===== src/rtl/odt_pkg.sv =====
package odt_pkg;

    localparam int ODT_WIDTH = 8;

    typedef enum logic {
        RATE_SLOW = 1'b0,
        RATE_FAST = 1'b1
    } rate_e;

    // Decoded command for one cycle
    typedef struct packed {
        logic wr_any;
        logic start_ok;
        logic wrap;
        logic dec;
    } cnt_cmd_t;

    function automatic logic is_zero(input logic [ODT_WIDTH-1:0] v);
        return (v == '0);
    endfunction

endpackage


===== src/rtl/odt_tick_sel.sv =====
module odt_tick_sel
    import odt_pkg::*;
(
    input  rate_e rate,
    input  logic  tick_slow,
    input  logic  tick_fast,
    output logic  tick
);
    always_comb begin
        unique case (rate)
            RATE_FAST: tick = tick_fast;
            default:   tick = tick_slow;
        endcase
    end
endmodule


===== src/rtl/odt_load_ctrl.sv =====
module odt_load_ctrl #(
    parameter int WIDTH = 8
) (
    input  logic             wr_byte,
    input  logic             wr_lo,
    input  logic             wr_hi,
    input  logic [WIDTH-1:0] wr_data,
    input  logic [WIDTH-1:0] cur,
    output logic             wr_any,
    output logic [WIDTH-1:0] wr_val
);
    localparam int HALF = WIDTH / 2;

    assign wr_any = wr_byte | wr_lo | wr_hi;

    always_comb begin
        wr_val = cur;
        if (wr_byte) begin
            wr_val = wr_data;
        end else begin
            if (wr_lo) wr_val[HALF-1:0]     = wr_data[HALF-1:0];
            if (wr_hi) wr_val[WIDTH-1:HALF] = wr_data[WIDTH-1:HALF];
        end
    end
endmodule


===== src/rtl/odt_counter.sv =====
module odt_counter
    import odt_pkg::*;
#(
    parameter int WIDTH = 8
) (
    input  logic             clk,
    input  logic             rst,
    input  logic             wr_any,
    input  logic [WIDTH-1:0] wr_val,
    input  logic             start,
    input  logic             tick,
    output logic [WIDTH-1:0] count,
    output logic             running,
    output cnt_cmd_t         cmd
);
    localparam logic [WIDTH-1:0] ALL_ONES = {WIDTH{1'b1}};

    always_comb begin
        cmd.wr_any   = wr_any;
        cmd.wrap     = !wr_any && running && tick && (count == '0);
        cmd.dec      = !wr_any && running && tick && (count != '0);
        cmd.start_ok = start && !wr_any && !cmd.wrap;
    end

    always_ff @(posedge clk) begin
        if (rst) begin
            count   <= '0;
            running <= 1'b0;
        end else if (cmd.wr_any) begin
            count   <= wr_val;
            running <= 1'b0;
        end else if (cmd.wrap) begin
            count   <= ALL_ONES;
            running <= 1'b0;
        end else begin
            if (cmd.dec)      count   <= count - 1'b1;
            if (cmd.start_ok) running <= 1'b1;
        end
    end
endmodule


===== src/rtl/odt_flag.sv =====
module odt_flag
    import odt_pkg::*;
(
    input  logic     clk,
    input  logic     rst,
    input  cnt_cmd_t cmd,
    input  logic     irq_en,
    input  logic     hold_en,
    output logic     evt_flag,
    output logic     irq_req,
    output logic     hold_rel
);
    always_ff @(posedge clk) begin
        if (rst)               evt_flag <= 1'b0;
        else if (cmd.wrap)     evt_flag <= 1'b1;
        else if (cmd.start_ok) evt_flag <= 1'b0;
    end

    assign irq_req  = evt_flag & irq_en;
    assign hold_rel = evt_flag & hold_en;
endmodule


===== src/rtl/oneshot_dtimer.sv =====
module oneshot_dtimer
    import odt_pkg::*;
#(
    parameter int WIDTH = odt_pkg::ODT_WIDTH
) (
    input  logic             clk,
    input  logic             rst,
    input  logic             wr_byte,
    input  logic             wr_lo,
    input  logic             wr_hi,
    input  logic [WIDTH-1:0] wr_data,
    input  logic             start,
    input  logic             rate_sel,
    input  logic             tick_slow,
    input  logic             tick_fast,
    input  logic             irq_en,
    input  logic             hold_en,
    output logic [WIDTH-1:0] count,
    output logic             running,
    output logic             evt_flag,
    output logic             irq_req,
    output logic             hold_rel
);
    logic             tick;
    logic             wr_any;
    logic [WIDTH-1:0] wr_val;
    cnt_cmd_t         cmd;

    odt_tick_sel u_tick (
        .rate      (rate_e'(rate_sel)),
        .tick_slow (tick_slow),
        .tick_fast (tick_fast),
        .tick      (tick)
    );

    odt_load_ctrl #(.WIDTH(WIDTH)) u_load (
        .wr_byte (wr_byte),
        .wr_lo   (wr_lo),
        .wr_hi   (wr_hi),
        .wr_data (wr_data),
        .cur     (count),
        .wr_any  (wr_any),
        .wr_val  (wr_val)
    );

    odt_counter #(.WIDTH(WIDTH)) u_cnt (
        .clk     (clk),
        .rst     (rst),
        .wr_any  (wr_any),
        .wr_val  (wr_val),
        .start   (start),
        .tick    (tick),
        .count   (count),
        .running (running),
        .cmd     (cmd)
    );

    odt_flag u_flag (
        .clk      (clk),
        .rst      (rst),
        .cmd      (cmd),
        .irq_en   (irq_en),
        .hold_en  (hold_en),
        .evt_flag (evt_flag),
        .irq_req  (irq_req),
        .hold_rel (hold_rel)
    );
endmodule


===== config.mk =====
export PLATFORM = sky130hd
export DESIGN_NAME = oneshot_dtimer
export DESIGN_NICKNAME = d
export VERILOG_FILES = /design/src/rtl/odt_pkg.sv /design/src/rtl/odt_tick_sel.sv /design/src/rtl/odt_load_ctrl.sv /design/src/rtl/odt_counter.sv /design/src/rtl/odt_flag.sv /design/src/rtl/oneshot_dtimer.sv
export SDC_FILE = /design/constraint.sdc
export NUM_CORES = 1
export LEC_CHECK = 0
export BUFFER_PORTS_ARGS = -buffer_cell sky130_fd_sc_hd__buf_4
export CORE_MARGIN = 4
export CORE_UTILIZATION = 35
export DETAILED_ROUTE_END_ITERATION = 7
export PLACE_DENSITY = 0.58
export SKIP_LAST_GASP = 1
export SYNTH_ARGS = -nofsm -noshare
export SYNTH_HDL_FRONTEND = slang
export SYNTH_HIERARCHICAL = 1
export SYNTH_SLANG_ARGS = --single-unit

===== constraint.sdc =====
create_clock -name clk -period 4.6 [get_ports clk]
set_input_delay 0.92 -clock clk [delete_from_list [all_inputs] [get_ports clk]]
set_output_delay 0.92 -clock clk [all_outputs]
set_load 0.03 [all_outputs]

==> metrics.yaml <==
status: "finished clean"
syn_avg_cell_area_um2: 8.889
path_class: "in -> reg"
final_hold_viol_count: 0
timing.slew.headroom_pct: 57.89
seq_power_share_pct: 41.5
wirelength_um: 1976
drive_gt1_share_pct: 40.80
postSynthCellCount: 96
ys_warn_count: 6
firstDrtPassIters: 4
postCtsResizedCells: 0
multi_input_comb_area_um2: 595.6
clkPwrFrac_pct: 24.4
fmax_mhz: 427.0
hold_path_class: "reg -> reg"
reg2regPathDepth: 7
place_inst: 150
clockRootBuffer: "clkbuf_4"
io_pins: 31
row_count: 17
maxCapViolations: 0
peakVddDrop_mv: 0.1247
drt_iter0_markers: 9
cts_hold_buf: 0
r2r_end: "u_flag/evt_flag"
fin_crit_sh_pct: 50.91
layout.area.seq_um2: 200.2
grt_pass1_vias: 748
min_delay_worst_endpoint: "u_flag/evt_flag"
viasPerCell: 5.052
fp.dieH_um: 57.38
initial_core_util_pct: 37.49
dieArea_um2: 3292
use_met2_pct: 21.77
power.switching_mw: 0.08208
powerDensity_nw_per_um2: 224.3
comb_power_share_pct: 34.1
cts_tree: "yes"
worstSetupStartpointType: "input pin"
insertion_delay_ns: 0.26
final_util_pct: 48.54
cts.clk_slew.worst_paths_ns: 0.06
nets: 148
grt_usage_pct: 12.98
critPathMaxFanout: 18
post-route-drc-count: 0
sw_frac_of_total_pct: 33.12
grt-busiest-layer: "met2"
cp.arrival_ns: 2.49
fin_crit_ns: 2.342
p_int_mw: 0.1657
grt_use_met3_pct: 5.430
slew_viol_final: 0
required_ns: 4.75
met1_usage_pct: 15.70
clockBufferDepth: 2
antenna_found_initial: 0
num_vias: 773
syn_nets: 117
clock-sinks: 10
finalSetupViolCount: 0
ff2ff_setup_slack_ns: 2.98
fill_cells: 228
htreeDepth: 1
overflow: 0
core_area_um2: 2276
end_kind: "flop"
antenna_cells: 0
numPortBuffers: 30
grt_pass1_wl_um: 3429
postCtsSetupBuffers: 0
syn2layout_area_growth_pct: 29.47
finalNonFillerCells: 153
worstMarginPinSlew_ns: 0.6316
numCtsBuffers: 3
worstReg2RegStart: "u_cnt/count[0]"
detail-route-antenna-nets: 0
hold_depth: 2
fin_setup_tns_ns: 0
fp.dieW_um: 57.38
place_hpwl_um: 1558
gp_congestion: 0.7773
rsz0062_at_grt: "false"
clock_skew_ns: 0.002244
leakagePower_nw: 0.4948
synthesis.area_um2: 853.3
hold_path.startpoint: "u_flag/evt_flag"
grt_max_degree: 19
drt-wirelength-per-cell_um: 12.92
-- placed cells by master, fill, tap and decap left out, types with 2 or more instances in the layout --
cell       count
clkbuf_4       3
and2_1         3
o21ai_0        3
inv_1          7
ha_1           2
nand2_1        5
nor2_4         2
a21oi_1       11
buf_4         30
a21oi_2        2
mux2_4         9
a211oi_1       2
o21a_1         3
o2111ai_1      2
nand3_1        2
mux2i_1        2
dfxtp_1       10
nor2_1         8
-- worst max path at each step --
| stage | from | to | depth (start not counted) |
|---|---|---|---|
| floorplan | wr_hi | u_cnt/count[6] | 6 |
| global placement | wr_hi | u_cnt/count[6] | 6 |
| detailed placement | wr_hi | u_cnt/count[6] | 6 |
| global route | wr_hi | u_cnt/count[6] | 6 |
| CTS | wr_hi | u_cnt/count[6] | 6 |
| finish | wr_hi | u_cnt/count[6] | 6 |
-- flip-flops by register name, summed over array words and instances (netlist names) --
signal / flops
u_cnt/count: 8
u_flag/evt_flag: 1
u_cnt/running: 1
-- metal layers --
layer  wire [um]  vias to the layer above
met5           0                        -
met4          10                        0
met3         119                        2
met2         961                       17
met1         884                      344
li1            -                      410
-- worst max-delay path, stage by stage --
cell	delay, ns
buf_4	0.12
or3_1	0.65
and3b_1	0.38
nand3_1	0.12
o31ai_1	0.20
a21oi_1	0.09
-- area by class of cell --
class                   instances  share of cell area (%)
flip-flops and latches         10                   18.12
well taps                      28                   3.171
inverters                       7                   2.378
multi-input cells              75                   53.91
repair buffers                 30                   20.39
clock buffers                   3                   2.039
-- power groups by stage --
stage | logic (mW) | registers, mW | clock network (mW)
after floorplan | 0.0473 | 0.113 | 0
after global placement | 0.0839 | 0.105 | 0
after detailed placement | 0.0847 | 0.105 | 0
after CTS | 0.0850 | 0.103 | 0.0628
after global routing | 0.0920 | 0.105 | 0.0678
final | 0.0845 | 0.103 | 0.0605
-- stage by stage --
stage / total power [mW] / hold WS (ns) / instance area, um2 / setup WS (ns)
final: 0.2478 / 0.5071 / 1105 / 2.258
after global routing: 0.2643 / 0.5313 / 1105 / 2.100
after CTS: 0.2509 / 0.5128 / 1105 / 2.267
after detailed placement: 0.1897 / 0.5017 / 1082 / 1.984
after global placement: 0.1887 / 0.5036 / 1082 / 2.010
after floorplan: 0.1606 / 0.6211 / 853.3 / 2.410
No activity file was read; power rests on OpenSTA's default activity.
